<file path="src/rtl/gtimer_pkg.sv">
`timescale 1ns/1ps
package gtimer_pkg;

    localparam int unsigned ADDR_W = 12;
    localparam int unsigned WORD_W = 32;
    localparam int unsigned CNT_W  = 2 * WORD_W;

    // register map
    localparam logic [ADDR_W-1:0] A_CNT_LO  = 12'h100;
    localparam logic [ADDR_W-1:0] A_CNT_HI  = 12'h104;
    localparam logic [ADDR_W-1:0] A_CNT_WS  = 12'h110;
    localparam logic [ADDR_W-1:0] A_CMP_LO  = 12'h200;
    localparam logic [ADDR_W-1:0] A_CMP_HI  = 12'h204;
    localparam logic [ADDR_W-1:0] A_INCR    = 12'h208;
    localparam logic [ADDR_W-1:0] A_CTRL    = 12'h240;
    localparam logic [ADDR_W-1:0] A_INT_ST  = 12'h244;
    localparam logic [ADDR_W-1:0] A_INT_EN  = 12'h248;
    localparam logic [ADDR_W-1:0] A_REG_WS  = 12'h24C;

    // control word bit positions
    localparam int unsigned CTRL_RUN_BIT  = 8;
    localparam int unsigned CTRL_AUTO_BIT = 1;
    localparam int unsigned CTRL_CEN_BIT  = 0;

    // bit position of the control write-status flag in the register status word
    localparam int unsigned WS_CTRL_BIT = 16;

    // registers reached through the commit pipeline
    typedef enum logic [2:0] {
        TGT_NONE,
        TGT_CNT_LO,
        TGT_CNT_HI,
        TGT_CMP_LO,
        TGT_CMP_HI,
        TGT_INCR,
        TGT_CTRL
    } tgt_e;

    typedef struct packed {
        logic              vld;
        tgt_e              tgt;
        logic [WORD_W-1:0] data;
    } commit_t;

    typedef struct packed {
        logic run;
        logic auto_inc;
        logic cmp_en;
    } ctrl_t;

    function automatic tgt_e decode_tgt(input logic [ADDR_W-1:0] a);
        tgt_e t;
        case (a)
            A_CNT_LO: t = TGT_CNT_LO;
            A_CNT_HI: t = TGT_CNT_HI;
            A_CMP_LO: t = TGT_CMP_LO;
            A_CMP_HI: t = TGT_CMP_HI;
            A_INCR:   t = TGT_INCR;
            A_CTRL:   t = TGT_CTRL;
            default:  t = TGT_NONE;
        endcase
        return t;
    endfunction

    function automatic logic [WORD_W-1:0] ctrl_to_word(input ctrl_t c);
        logic [WORD_W-1:0] w;
        w = '0;
        w[CTRL_RUN_BIT]  = c.run;
        w[CTRL_AUTO_BIT] = c.auto_inc;
        w[CTRL_CEN_BIT]  = c.cmp_en;
        return w;
    endfunction

    // pack {ctrl, incr, cmp_hi, cmp_lo} status flags into the register status word
    function automatic logic [WORD_W-1:0] reg_ws_to_word(input logic [3:0] q);
        logic [WORD_W-1:0] w;
        w = '0;
        w[2:0]        = q[2:0];
        w[WS_CTRL_BIT] = q[3];
        return w;
    endfunction

endpackage

</file>
<file path="src/rtl/gtimer_commit_pipe.sv">
`timescale 1ns/1ps
module gtimer_commit_pipe
    import gtimer_pkg::*;
#(
    parameter int unsigned LAT = 2
) (
    input  logic    clk,
    input  logic    rst,
    input  commit_t in_c,
    output commit_t out_c
);
    commit_t stg [LAT];

    for (genvar g = 0; g < LAT; g++) begin : g_stage
        if (g == 0) begin : g_head
            always_ff @(posedge clk) begin
                if (rst) stg[g] <= '0;
                else     stg[g] <= in_c;
            end
        end else begin : g_body
            always_ff @(posedge clk) begin
                if (rst) stg[g] <= '0;
                else     stg[g] <= stg[g-1];
            end
        end
    end

    // the last stage is applied by its consumers on the following edge
    assign out_c = stg[LAT-1];

endmodule

</file>
<file path="src/rtl/gtimer_counter.sv">
`timescale 1ns/1ps
module gtimer_counter
    import gtimer_pkg::*;
(
    input  logic             clk,
    input  logic             rst,
    input  logic             run,
    input  commit_t          cmt,
    output logic [CNT_W-1:0] cnt
);
    logic wr_lo, wr_hi;
    assign wr_lo = cmt.vld && (cmt.tgt == TGT_CNT_LO);
    assign wr_hi = cmt.vld && (cmt.tgt == TGT_CNT_HI);

    always_ff @(posedge clk) begin
        if (rst)        cnt <= '0;
        else if (wr_lo) cnt[WORD_W-1:0] <= cmt.data;
        else if (wr_hi) cnt[CNT_W-1:WORD_W] <= cmt.data;
        else if (run)   cnt <= cnt + 1'b1;
    end

    assert_count_step_R2: assert property (@(posedge clk) disable iff (rst)
        run && !wr_lo && !wr_hi |=> cnt == $past(cnt) + 1'b1);

    assert_count_hold_R2: assert property (@(posedge clk) disable iff (rst)
        !run && !wr_lo && !wr_hi |=> $stable(cnt));

    assert_half_write_R3: assert property (@(posedge clk) disable iff (rst)
        wr_lo |=> cnt[CNT_W-1:WORD_W] == $past(cnt[CNT_W-1:WORD_W]));

endmodule

</file>
<file path="src/rtl/gtimer_compare.sv">
`timescale 1ns/1ps
module gtimer_compare
    import gtimer_pkg::*;
(
    input  logic             clk,
    input  logic             rst,
    input  ctrl_t            ctrl,
    input  logic [CNT_W-1:0] cnt,
    input  commit_t          cmt,
    output logic [CNT_W-1:0] cmp,
    output logic [CNT_W-1:0] incr,
    output logic             match
);
    logic wr_lo, wr_hi, wr_inc;
    assign wr_lo  = cmt.vld && (cmt.tgt == TGT_CMP_LO);
    assign wr_hi  = cmt.vld && (cmt.tgt == TGT_CMP_HI);
    assign wr_inc = cmt.vld && (cmt.tgt == TGT_INCR);

    assign match = ctrl.cmp_en && ctrl.run && (cnt == cmp);

    always_ff @(posedge clk) begin
        if (rst)                          cmp <= '0;
        else if (wr_lo)                   cmp[WORD_W-1:0] <= cmt.data;
        else if (wr_hi)                   cmp[CNT_W-1:WORD_W] <= cmt.data;
        else if (match && ctrl.auto_inc)  cmp <= cmp + incr;
    end

    // the increment register holds a 32-bit value zero-extended to the counter width
    always_ff @(posedge clk) begin
        if (rst)         incr <= '0;
        else if (wr_inc) incr <= {{(CNT_W-WORD_W){1'b0}}, cmt.data};
    end

    assert_auto_reload_R9: assert property (@(posedge clk) disable iff (rst)
        match && ctrl.auto_inc && !wr_lo && !wr_hi |=> cmp == $past(cmp) + $past(incr));

    assert_oneshot_keep_R10: assert property (@(posedge clk) disable iff (rst)
        match && !ctrl.auto_inc && !wr_lo && !wr_hi |=> $stable(cmp));

endmodule

</file>
<file path="src/rtl/gtimer_sticky.sv">
`timescale 1ns/1ps
module gtimer_sticky #(
    parameter int unsigned N = 2
) (
    input  logic         clk,
    input  logic         rst,
    input  logic [N-1:0] set_i,
    input  logic [N-1:0] clr_i,
    output logic [N-1:0] q_o
);
    for (genvar g = 0; g < N; g++) begin : g_bit
        always_ff @(posedge clk) begin
            if (rst)           q_o[g] <= 1'b0;
            else if (set_i[g]) q_o[g] <= 1'b1;
            else if (clr_i[g]) q_o[g] <= 1'b0;
        end

        assert_ws_set_R4: assert property (@(posedge clk) disable iff (rst)
            set_i[g] |=> q_o[g]);

        assert_ws_keep_R5: assert property (@(posedge clk) disable iff (rst)
            q_o[g] && !clr_i[g] |=> q_o[g]);

        assert_ws_clear_R5: assert property (@(posedge clk) disable iff (rst)
            clr_i[g] && !set_i[g] |=> !q_o[g]);
    end

endmodule

</file>
<file path="src/rtl/gtimer.sv">
`timescale 1ns/1ps
module gtimer
    import gtimer_pkg::*;
#(
    parameter int unsigned COMMIT_LAT = 2
) (
    input  logic              clk,
    input  logic              rst,
    input  logic              bus_wr,
    input  logic [ADDR_W-1:0] bus_addr,
    input  logic [WORD_W-1:0] bus_wdata,
    output logic [WORD_W-1:0] bus_rdata,
    output logic              irq_o
);
    localparam int unsigned CNT_WS_N = 2;
    localparam int unsigned REG_WS_N = 4;

    commit_t          cmt_in, cmt;
    ctrl_t            ctrl_q;
    logic [CNT_W-1:0] cnt, cmp, incr;
    logic             match;
    logic             int_st_q, int_en_q;
    logic             st_clr;
    logic [CNT_WS_N-1:0] cnt_ws_set, cnt_ws_clr, cnt_ws_q;
    logic [REG_WS_N-1:0] reg_ws_set, reg_ws_clr, reg_ws_q;

    // writes to pipelined registers enter the commit pipe
    always_comb begin
        cmt_in      = '0;
        cmt_in.tgt  = decode_tgt(bus_addr);
        cmt_in.vld  = bus_wr && (cmt_in.tgt != TGT_NONE);
        cmt_in.data = bus_wdata;
    end

    gtimer_commit_pipe #(.LAT(COMMIT_LAT)) u_pipe (
        .clk   (clk),
        .rst   (rst),
        .in_c  (cmt_in),
        .out_c (cmt)
    );

    // control word, committed
    always_ff @(posedge clk) begin
        if (rst) begin
            ctrl_q <= '0;
        end else if (cmt.vld && cmt.tgt == TGT_CTRL) begin
            ctrl_q.run      <= cmt.data[CTRL_RUN_BIT];
            ctrl_q.auto_inc <= cmt.data[CTRL_AUTO_BIT];
            ctrl_q.cmp_en   <= cmt.data[CTRL_CEN_BIT];
        end
    end

    gtimer_counter u_cnt (
        .clk (clk),
        .rst (rst),
        .run (ctrl_q.run),
        .cmt (cmt),
        .cnt (cnt)
    );

    gtimer_compare u_cmp (
        .clk   (clk),
        .rst   (rst),
        .ctrl  (ctrl_q),
        .cnt   (cnt),
        .cmt   (cmt),
        .cmp   (cmp),
        .incr  (incr),
        .match (match)
    );

    // write-status flags
    always_comb begin
        cnt_ws_set = {cmt.vld && cmt.tgt == TGT_CNT_HI,
                      cmt.vld && cmt.tgt == TGT_CNT_LO};
        reg_ws_set = {cmt.vld && cmt.tgt == TGT_CTRL,
                      cmt.vld && cmt.tgt == TGT_INCR,
                      cmt.vld && cmt.tgt == TGT_CMP_HI,
                      cmt.vld && cmt.tgt == TGT_CMP_LO};
        cnt_ws_clr = (bus_wr && bus_addr == A_CNT_WS) ? bus_wdata[CNT_WS_N-1:0] : '0;
        reg_ws_clr = (bus_wr && bus_addr == A_REG_WS)
                   ? {bus_wdata[WS_CTRL_BIT], bus_wdata[2:0]} : '0;
    end

    gtimer_sticky #(.N(CNT_WS_N)) u_cnt_ws (
        .clk   (clk),
        .rst   (rst),
        .set_i (cnt_ws_set),
        .clr_i (cnt_ws_clr),
        .q_o   (cnt_ws_q)
    );

    gtimer_sticky #(.N(REG_WS_N)) u_reg_ws (
        .clk   (clk),
        .rst   (rst),
        .set_i (reg_ws_set),
        .clr_i (reg_ws_clr),
        .q_o   (reg_ws_q)
    );

    // interrupt status and enable, direct writes
    assign st_clr = bus_wr && (bus_addr == A_INT_ST) && bus_wdata[0];

    always_ff @(posedge clk) begin
        if (rst)         int_st_q <= 1'b0;
        else if (match)  int_st_q <= 1'b1;
        else if (st_clr) int_st_q <= 1'b0;
    end

    always_ff @(posedge clk) begin
        if (rst)                                  int_en_q <= 1'b0;
        else if (bus_wr && bus_addr == A_INT_EN)  int_en_q <= bus_wdata[0];
    end

    assign irq_o = int_st_q & int_en_q;

    // read mux
    always_comb begin
        case (bus_addr)
            A_CNT_LO: bus_rdata = cnt[WORD_W-1:0];
            A_CNT_HI: bus_rdata = cnt[CNT_W-1:WORD_W];
            A_CNT_WS: bus_rdata = {{(WORD_W-CNT_WS_N){1'b0}}, cnt_ws_q};
            A_CMP_LO: bus_rdata = cmp[WORD_W-1:0];
            A_CMP_HI: bus_rdata = cmp[CNT_W-1:WORD_W];
            A_INCR:   bus_rdata = incr[WORD_W-1:0];
            A_CTRL:   bus_rdata = ctrl_to_word(ctrl_q);
            A_INT_ST: bus_rdata = {{(WORD_W-1){1'b0}}, int_st_q};
            A_INT_EN: bus_rdata = {{(WORD_W-1){1'b0}}, int_en_q};
            A_REG_WS: bus_rdata = reg_ws_to_word(reg_ws_q);
            default:  bus_rdata = '0;
        endcase
    end

    assert_match_sets_R6: assert property (@(posedge clk) disable iff (rst)
        match |=> int_st_q);

    assert_status_sticky_R7: assert property (@(posedge clk) disable iff (rst)
        int_st_q && !st_clr |=> int_st_q);

    assert_irq_follows_R8: assert property (@(posedge clk) disable iff (rst)
        $rose(int_st_q) && int_en_q |-> irq_o);

    assert_irq_masked_R8: assert property (@(posedge clk) disable iff (rst)
        !int_en_q |-> !irq_o);

    assert_no_match_idle_R6: assert property (@(posedge clk) disable iff (rst)
        !ctrl_q.cmp_en |-> !match);

endmodule

</file>
<file path="config.mk">
export PLATFORM = sky130hd
export DESIGN_NAME = gtimer
export DESIGN_NICKNAME = d
export VERILOG_FILES = /design/src/rtl/gtimer_pkg.sv /design/src/rtl/gtimer_commit_pipe.sv /design/src/rtl/gtimer_counter.sv /design/src/rtl/gtimer_compare.sv /design/src/rtl/gtimer_sticky.sv /design/src/rtl/gtimer.sv
export SDC_FILE = /design/constraint.sdc
export NUM_CORES = 1
export LEC_CHECK = 0
export ABC_AREA = 1
export BUFFER_PORTS_ARGS = -buffer_cell sky130_fd_sc_hd__buf_4
export CAP_MARGIN = 20
export CORE_ASPECT_RATIO = 0.5
export CORE_UTILIZATION = 25
export DETAILED_ROUTE_END_ITERATION = 16
export SYNTH_ARGS = -nofsm -noshare
export SYNTH_HDL_FRONTEND = slang
export SYNTH_SLANG_ARGS = --single-unit
</file>
<file path="constraint.sdc">
create_clock -name clk -period 7 [get_ports clk]
set_input_delay 2.1 -clock clk [delete_from_list [all_inputs] [get_ports clk]]
set_output_delay 2.1 -clock clk [all_outputs]
set_load 0.1 [all_outputs]
</file>
# ---- Yosys cells after proc, flatten, opt, wreduce, memory -nomap -nowiden
# Memories as Yosys holds them, arrays and structs flattened.
# Index checks and enable logic that the tools add are counted.
dict set report word_totals {
  regBits 171
  ram_bits 72
  in_bits 47
  elab_cells 105
  mem_count 1
}
dict set report op_classes {
  n_addsub 2
  n_eq_ne 19
  n_mux 31
  bitwise 5
  reduce_logical 31
}
# memory words word_bits read_ports rd_clocked_by_memory_dff write_ports line_no
set memory_table {}
lappend memory_table {u_pipe.stg 2 36 2 0 2 gtimer_commit_pipe.sv:12} ;# commit_t stg [LAT];
# operator n
set op_table {}
lappend op_table {{32-bit case mux with 10 select lines} 1}
lappend op_table {{32-bit two-way mux} 6}
lappend op_table {{64-bit two-way mux} 2}
lappend op_table {{12-bit by 10-bit equality test with 1-bit output (second input constant)} 7}
lappend op_table {{36-bit two-way mux} 2}
lappend op_table {{64-bit by 1-bit adder with 64-bit output (second input constant)} 1}
lappend op_table {{64-bit by 32-bit adder with 64-bit output} 1}
lappend op_table {{64-bit equality test} 1}
lappend op_table {{12-bit by 9-bit equality test with 1-bit output (second input constant)} 3}
lappend op_table {{2-bit nonzero test} 11}
lappend op_table {{3-bit case mux with 6 select lines} 1}
lappend op_table {{1-bit two-way mux} 17}
lappend op_table {{1-bit logical AND} 15}
lappend op_table {{3-bit equality test (second input constant)} 3}
lappend op_table {{2-bit AND reduction} 4}
lappend op_table {{3-bit by 2-bit equality test with 1-bit output (second input constant)} 2}
lappend op_table {{4-bit two-way mux} 1}
lappend op_table {{2-bit by 1-bit inequality test with 1-bit output (second input constant)} 2}
lappend op_table {{3-bit by 1-bit equality test with 1-bit output (second input constant)} 1}
lappend op_table {{3-bit nonzero test} 1}
lappend op_table {{2-bit two-way mux} 1}
lappend op_table {{1-bit NOT} 2}
lappend op_table {{1-bit bitwise OR} 2}
lappend op_table {{1-bit bitwise AND} 1}

# ---- Longest topological paths before layout
# Gate-level depths: netlist of the first run.
dict set report depth {
  word_depth 6
  mapped_depth 16
  depth_no_buf 16
}

# ---- Hierarchy
# A second synthesis of the first run with hierarchy kept.
dict set report hier_totals {
  hier_cells 3470
  area_unflattened_um2 19407.4
}
# mod n_inst cells_per_inst area_per_inst_um2 seq_area_each_um2
set by_module_without_submodules {}
lappend by_module_without_submodules {gtimer_compare 1 1821 9915.8 1921.8}
lappend by_module_without_submodules {gtimer_counter 1 909 5103.6 1281.2}
lappend by_module_without_submodules {gtimer 1 486 2098.3 100.1}
lappend by_module_without_submodules {gtimer_commit_pipe 1 224 2072.0 1441.4}
lappend by_module_without_submodules {{gtimer_sticky (u_reg_ws)} 1 20 145.1 80.1}
lappend by_module_without_submodules {{gtimer_sticky (u_cnt_ws)} 1 10 72.6 40.0}

# ---- Worst setup path after synthesis of the first run
# Ideal clock, no wire load.
dict set report synth_path {
  kind {input to output}
  start {input port bus_addr[7]}
  end {output port bus_rdata[31]}
  arrival_time_ps 4790
  required_time_ps 4900
  setup_slack_ps 110
  stages 6
  n_path_buf 1
  cell_sequence {nor3_1 nand2_1 nor3_4 clkinv_1 clkbuf_1 o221ai_1}
}
dict set report synth_between {
  elab_chain_len 2
  word_cells_on_any_way 11
}
# element line_no
set synth_rtl {}
lappend synth_rtl {{start: declaration} gtimer.sv:10} ;# input logic [ADDR_W-1:0] bus_addr,
lappend synth_rtl {{12-bit by 10-bit equality test with 1-bit output or 12-bit by 9-bit equality test with 1-bit output (tied branches)} gtimer.sv:119} ;# case (bus_addr)
lappend synth_rtl {{32-bit case mux with 10 select lines *} gtimer.sv:119}
lappend synth_rtl {{end: declaration} gtimer.sv:12} ;# output logic [WORD_W-1:0] bus_rdata,
# Mark *: on every way between the ends. The rest lies on a longest branch, timed or not.

# ---- Worst setup path after layout of the first run
dict set report layout_path {
  start {input port bus_addr[7]}
  end {output port bus_rdata[2]}
}
# Same word-level chain as after synthesis.

==> qor.txt, run 1 <==
cts hold-fix bufs - 0
endpoint class of the critical path - output pin
Syn Area/Cell - 5.84 um2
Setup crit start - bus_addr[7]
Slowest cell on crit path - nand2_1
IO Count - 80
Fmax - 156 MHz
WL per Instance - 22.8 um
TNS Setup - 0 ns
Clock Path Buffers - 3
share of cells above drive strength 1 - 7.26%
Tightest Pin Transition - 1.14 ns
die width - 376 um
CP required - 4.90 ns
syn_nets - 3,067
CP Depth - 10
status - complete, no violations
RSZ-0062 raised after global routing - false
Core Area - 0.0690 mm2
Initial Utilization - 25.3%
Sequential Power Share - 45.0%
max_cap viols - 0
maximum vdd drop - 0.000191 V
internal power - 2.39 mW
crit-path leading delay family - simple AND/OR/NAND/NOR gates
type of the worst setup path - input port to output pin
Die Y - 189 um
R2R depth - 11
Combinational Power Share - 2.9%
Clk pwr share - 52.1%
clk root buf - clkbuf_16
Ys Warns - 0
leakage - 8.45 nW
Post-layout nets - 3,090
post-synthesis sequential area ratio - 27.9%
Clock Sinks - 243
vias per cell - 5.14
FP Rows - 68
pwr dens - 158 mW/mm2
CTS H-tree lvls - 1
initial antenna violation count - 2
post-route worst setup slack - 0.596 ns
Worst Setup EP - bus_rdata[2]
WP buf/inv - 4
IO buf count - 79
Layout area overhead - 14.4%
drt first pass iters - 6
Unique masters post-synth - 52
reg-to-reg slack, setup - 3.68 ns
Detailed Place HPWL - 72.7 mm
first-pass GRT wire length - 129 mm
#FFs+latches synth - 243
CTS Buf Count - 28
skew final - 0.0544 ns
commonest non-fill, non-tap cell in the layout - nand2_1
Post-Synthesis Cell Area - 0.0175 mm2
DIE AREA - 0.0709 mm2
Hold Crit Start - u_pipe.stg[0][14]$_SDFF_PP0_
commonest non-fill, non-tap cells in the layout - nand2_1 (908), inv_1 (447), nor2_1 (326)
crit path max fanout - 18
RR Startpoint - u_pipe.stg[1][32]$_SDFF_PP0_
Iter 0 DRT Violations - 3,054
post-route ant nets - 0
Finish-stage setup viols - 0
final hold viol count - 0
RR Endpoint - u_cnt.cnt[47]$_SDFFE_PP0P_
CP cell instances - buf_4 > nor3_1 > nand2_1 > nor2_1 > nand2_1 > clkinv_1 > buf_4 > a221oi_1 > o211ai_1 > buf_4
TritonCTS clock tree - built
Startpoint Class - input port
Min-Delay Path Class - flop to flop
final WL - 90.8 mm
CP Data Arrival Time - 4.30 ns
global placement routability congestion - 1.02
CP dominant cell by count - buf_4
vias in the first global route - 18,152
via count - 20,435
sw frac - 24.2%
Post CTS Setup Buffer Count - 0
GRT overflow - 0
Slew Limit Fails - 0
multi-input combinational cell area - 0.0104 mm2
min cycle time layout - 6.40 ns
Post-CTS Resized - 0
total track usage - 25.0%
Final period util - 91.5%
worst slack, placed - 0.644 ns
filler cell count - 7,817
relative slew slack - 24.2%
Skew-Pair Late Insertion Delay - 0.62 ns
largest net degree at the start of global routing - 83
Cells after Synth - 2,986
drt drc - 0
P_sw - 763 uW
sequential cell area - 0.00486 mm2
clock edge transition at the registers on the reported setup and hold paths - 0.07 ns
Worst path max stage delay - 0.36 ns
[cells in the mapped netlist (all sizes together)]
cell type,number,area (um2)
dfxtp,243,4860
and3,1,6.26
o21ai,167,836
ha,33,413
buf,39,211
nor2,339,1320
and2,3,18.8
o21bai,3,22.5
or4,1,7.51
nand3,187,961
nor4,8,56.3
nand2,912,3440
clkbuf,69,260
nor3,58,333
xor2,30,263
o221ai,19,166
a21oi,223,1160
a311oi,1,8.76
nand3b,4,30.0
a211oi,2,15.0
fa,1,20.0
o22ai,18,113
o32ai,1,8.76
a31oi,2,12.5
inv,472,1770
o31ai,4,30.0
o211ai,28,210
clkinv,4,15.0
xnor2,31,272
a221oi,27,236
nand4,47,315
a21o,1,7.51
or2,8,50.1
[metrics by stage]
| stage | utilization (%) | total power [mW] | hold WS (ns) | instances | instance area, um2 |
|---|---|---|---|---|---|
| 6_report | 28.9 | 3.16 | 0.389 | 3976 | 20000 |
| 3_3_place_gp | 27.5 | 1.54 | 0.390 | 3924 | 19000 |
| 2_1_floorplan | - | 1.48 | 0.388 | 2986 | 17500 |
| 5_1_grt | 28.9 | 3.24 | 0.399 | 3974 | 20000 |
| 3_5_place_dp | 27.5 | 1.54 | 0.392 | 3924 | 19000 |
| 4_1_cts | 28.9 | 3.17 | 0.394 | 3974 | 20000 |
[cell type report]
cell class / count / share of cell area, %
antenna: 2 / 0.0251
timing repair buffer: 101 / 3.82
multi-input combinational: 2159 / 51.8
clock buffer: 33 / 3.80
clock inverter: 17 / 1.28
tap: 945 / 5.92
sequential: 243 / 24.4
inverter: 476 / 8.95
[power groups by stage]
stage	clock network, mW	logic, mW	registers, mW
final	1.64	0.0901	1.42
after global routing	1.72	0.0969	1.42
after CTS	1.66	0.0882	1.42
after detailed placement	0	0.0880	1.45
after global placement	0	0.0880	1.45
after floorplan	0	0.0412	1.44
[sequential cells by signal, indices dropped and copies added, names as in the netlist]
signal and cells:
ctrl_q 3, int_en_q 1, int_st_q 1, u_cmp.cmp 64
u_cmp.incr 32, u_cnt.cnt 64, u_cnt_ws.q_o 2, u_pipe.stg 72
u_reg_ws.q_o 4
[routing by layer]
metal | part of all wire [%] | up-vias | track usage [%]
met5 | 0 | - | 0
met3 | 12 | 115 | 5.98
met2 | 39 | 1106 | 34.4
li1 | - | 9563 | -
met4 | 2.0 | 0 | 4.79
met1 | 48 | 9651 | 38.5
[worst min path at each step]
stage               slack (ns)                           end  depth (start not counted)
global placement          0.39   u_pipe.stg[1][4]$_SDFF_PP0_                          2
detailed placement        0.39   u_pipe.stg[1][1]$_SDFF_PP0_                          2
floorplan                 0.39   u_pipe.stg[1][0]$_SDFF_PP0_                          2
CTS                       0.39  u_pipe.stg[1][14]$_SDFF_PP0_                          2
finish                    0.39  u_pipe.stg[1][14]$_SDFF_PP0_                          2
global route              0.40  u_pipe.stg[1][14]$_SDFF_PP0_                          2
[logic make-up (layout without fill, tap and decap cells)]
group	Yosys count	count (layout)	synth area share (%)
buffers and inverters	584	627	12.9
AND/OR/NAND/NOR	1568	1568	37.5
AO/OA/AOI/OAI	496	496	16.2
other	0	2	0
flip-flops	243	243	27.9
adder cells (fa/ha/maj)	34	34	2.48
XOR/XNOR	61	61	3.06
[worst reg2reg max path, stage by stage (launching register included)]
cell and delay (ns):
dfxtp_1 0.41, inv_2 0.07, nor2_1 0.09, inv_1 0.10, nor2_4 0.63, buf_4 0.49
a21oi_2 0.23, buf_4 0.29, inv_2 0.58, a21oi_1 0.17, nand2_1 0.12, a21oi_1 0.06
Note: power is estimated with default switching activity, not from simulation.
==> inputs of run 2 (changes only) <==
--- a/config.mk
+++ b/config.mk
@@ -11,6 +11,8 @@
 export CORE_ASPECT_RATIO = 0.5
 export CORE_UTILIZATION = 25
 export DETAILED_ROUTE_END_ITERATION = 16
+export PLACE_DENSITY = 0.43
 export SYNTH_ARGS = -nofsm -noshare
 export SYNTH_HDL_FRONTEND = slang
 export SYNTH_SLANG_ARGS = --single-unit
+export TNS_END_PERCENT = 10
==> run 2 against run 1 <==
Net effect: setup slack better by 0.094 ns; total power increased by 0.21%; critical path type unchanged; core utilization hardly changed; highest routed layer unchanged; critical endpoint is now bus_rdata[15]; global-route usage up 1.6 points.
==> qor.txt, run 2 (synthesis results as in run 1) <==
status - complete, no violations
commonest non-fill, non-tap cell in the layout - nand2_1
initial antenna violation count - 2
CP Depth - 9
largest net degree at the start of global routing - 65
relative slew slack - 30.1%
commonest non-fill, non-tap cells in the layout - nand2_1 (908), inv_1 (447), nor2_1 (326)
Iter 0 DRT Violations - 2,249
Final period util - 90.1%
first-pass GRT wire length - 136 mm
Post CTS Setup Buffer Count - 0
RR Endpoint - u_cmp.cmp[1]$_SDFFE_PP0P_
CP Data Arrival Time - 4.21 ns
TritonCTS clock tree - built
CP required - 4.90 ns
max reg flops - 72
Largest regs - u_pipe.stg: 72 flops, u_cmp.cmp: 64 flops, u_cnt.cnt: 64 flops
design area - 0.0199 mm2
Layout area overhead - 14.3%
via count - 20,156
Slew Limit Fails - 0
Startpoint Class - input port
skew final - 0.0283 ns
Clk pwr share - 52.2%
cts hold-fix bufs - 0
share of cells above drive strength 1 - 7.20%
Clock Sinks - 243
# diodes - 0
GRT overflow - 0
P_sw - 793 uW
Slowest cell on crit path - inv_1
leakage - 8.44 nW
final hold viol count - 0
DIE AREA - 0.0709 mm2
Post-layout nets - 3,087
final WL - 96.1 mm
drt drc - 0
CP dominant cell by count - buf_4
vias in the first global route - 18,569
Fmax - 158 MHz
Worst path max stage delay - 0.41 ns
filler cell count - 7,995
Detailed Place HPWL - 76.4 mm
TNS Setup - 0 ns
reg-to-reg slack, setup - 3.51 ns
drt first pass iters - 6
Sequential Power Share - 45.0%
endpoint class of the critical path - output pin
vias per cell - 5.07
clock edge transition at the registers on the reported setup and hold paths - 0.07 ns
RSZ-0062 raised after global routing - false
die width - 376 um
FP Rows - 68
type of the worst setup path - input port to output pin
total track usage - 26.6%
internal power - 2.37 mW
clk root buf - clkbuf_16
CTS Buf Count - 28
Initial Utilization - 25.3%
Finish-stage setup viols - 0
Core Area - 0.0690 mm2
Worst Setup EP - bus_rdata[15]
Post-CTS Resized - 0
pwr dens - 159 mW/mm2
min cycle time layout - 6.31 ns
Setup crit start - bus_addr[7]
WL per Instance - 24.2 um
Combinational Power Share - 2.9%
max_cap viols - 0
post-route ant nets - 0
crit-path leading delay family - buffers and inverters
crit path max fanout - 21
Clock Path Buffers - 3
Die Y - 189 um
global placement routability congestion - 0.982
Largest Register - u_pipe.stg
maximum vdd drop - 0.000165 V
Cell Area, Placed - 0.0189 mm2
Tightest Pin Transition - 1.05 ns
hold_ws - 0.396 ns
Skew-Pair Late Insertion Delay - 0.61 ns
sw frac - 25.1%
CP cell instances - buf_4 > nor3_1 > nand2_1 > nor3_2 > inv_1 > o22ai_1 > a21oi_1 > o211ai_1 > buf_4
CTS H-tree lvls - 1
Min-Delay Path Class - flop to flop
IO Count - 80
RR Startpoint - u_cnt.cnt[7]$_SDFFE_PP0P_
IO buf count - 79
WP buf/inv - 3
R2R depth - 14
==> run 2: worst min-delay path by stage <==
stage / from / to / slack (ns) / cells past startpoint
4_1_cts: u_pipe.stg[0][5]$_SDFF_PP0_ / u_pipe.stg[1][5]$_SDFF_PP0_ / 0.40 / 2
6_report: u_pipe.stg[0][5]$_SDFF_PP0_ / u_pipe.stg[1][5]$_SDFF_PP0_ / 0.40 / 2
3_5_place_dp: u_pipe.stg[0][1]$_SDFF_PP0_ / u_pipe.stg[1][1]$_SDFF_PP0_ / 0.39 / 2
3_3_place_gp: u_pipe.stg[0][3]$_SDFF_PP0_ / u_pipe.stg[1][3]$_SDFF_PP0_ / 0.39 / 2
2_1_floorplan: u_pipe.stg[0][0]$_SDFF_PP0_ / u_pipe.stg[1][0]$_SDFF_PP0_ / 0.39 / 2
5_1_grt: u_pipe.stg[0][12]$_SDFF_PP0_ / u_pipe.stg[1][12]$_SDFF_PP0_ / 0.42 / 2
==> run 2: power groups by stage <==
stage                     Combinational, mW  Clock (mW)  Sequential, mW
after floorplan                      0.0412           0            1.44
after global placement               0.0900           0            1.45
after detailed placement             0.0899           0            1.45
after CTS                            0.0902        1.68            1.42
after global routing                 0.0991        1.73            1.42
final                                0.0908        1.65            1.42
==> run 2: worst reg2reg max path, delay by kind of cell (launching register included) <==
family,cells,cell delay (ns)
and+or+nand+nor,11,1.62
buffers and inverters,2,1.05
DFF,1,0.60
AOI/OAI and AO/OA,1,0.15
==> run 2: through the flow <==
stage	util, %	worst slack, ns	cells	power, mW
floorplan	-	0.110	2986	1.48
global placement	27.4	0.756	3920	1.54
detailed placement	27.4	0.761	3920	1.54
CTS	28.9	0.761	3971	3.19
global route	28.9	0.585	3972	3.25
finish	28.9	0.690	3972	3.16
==> run 2: per-layer routing <==
layer	vias up	share of wire, %	global-route usage [%]
met4	0	2.2	5.54
met3	100	11	8.01
met2	945	37	35.5
li1	9571	-	-
met1	9540	49	40.8
met5	-	0	0
==> run 2: area by class of cell <==
cell class | instances | area [um2] | share of cell area [%]
flip-flops and latches | 243 | 4860 | 24.4
multi-input cells | 2159 | 10400 | 51.9
repair buffers | 98 | 752 | 3.77
clock inverters | 17 | 235 | 1.18
clock buffers | 34 | 773 | 3.88
well taps | 945 | 1180 | 5.93
inverters | 476 | 1790 | 8.96
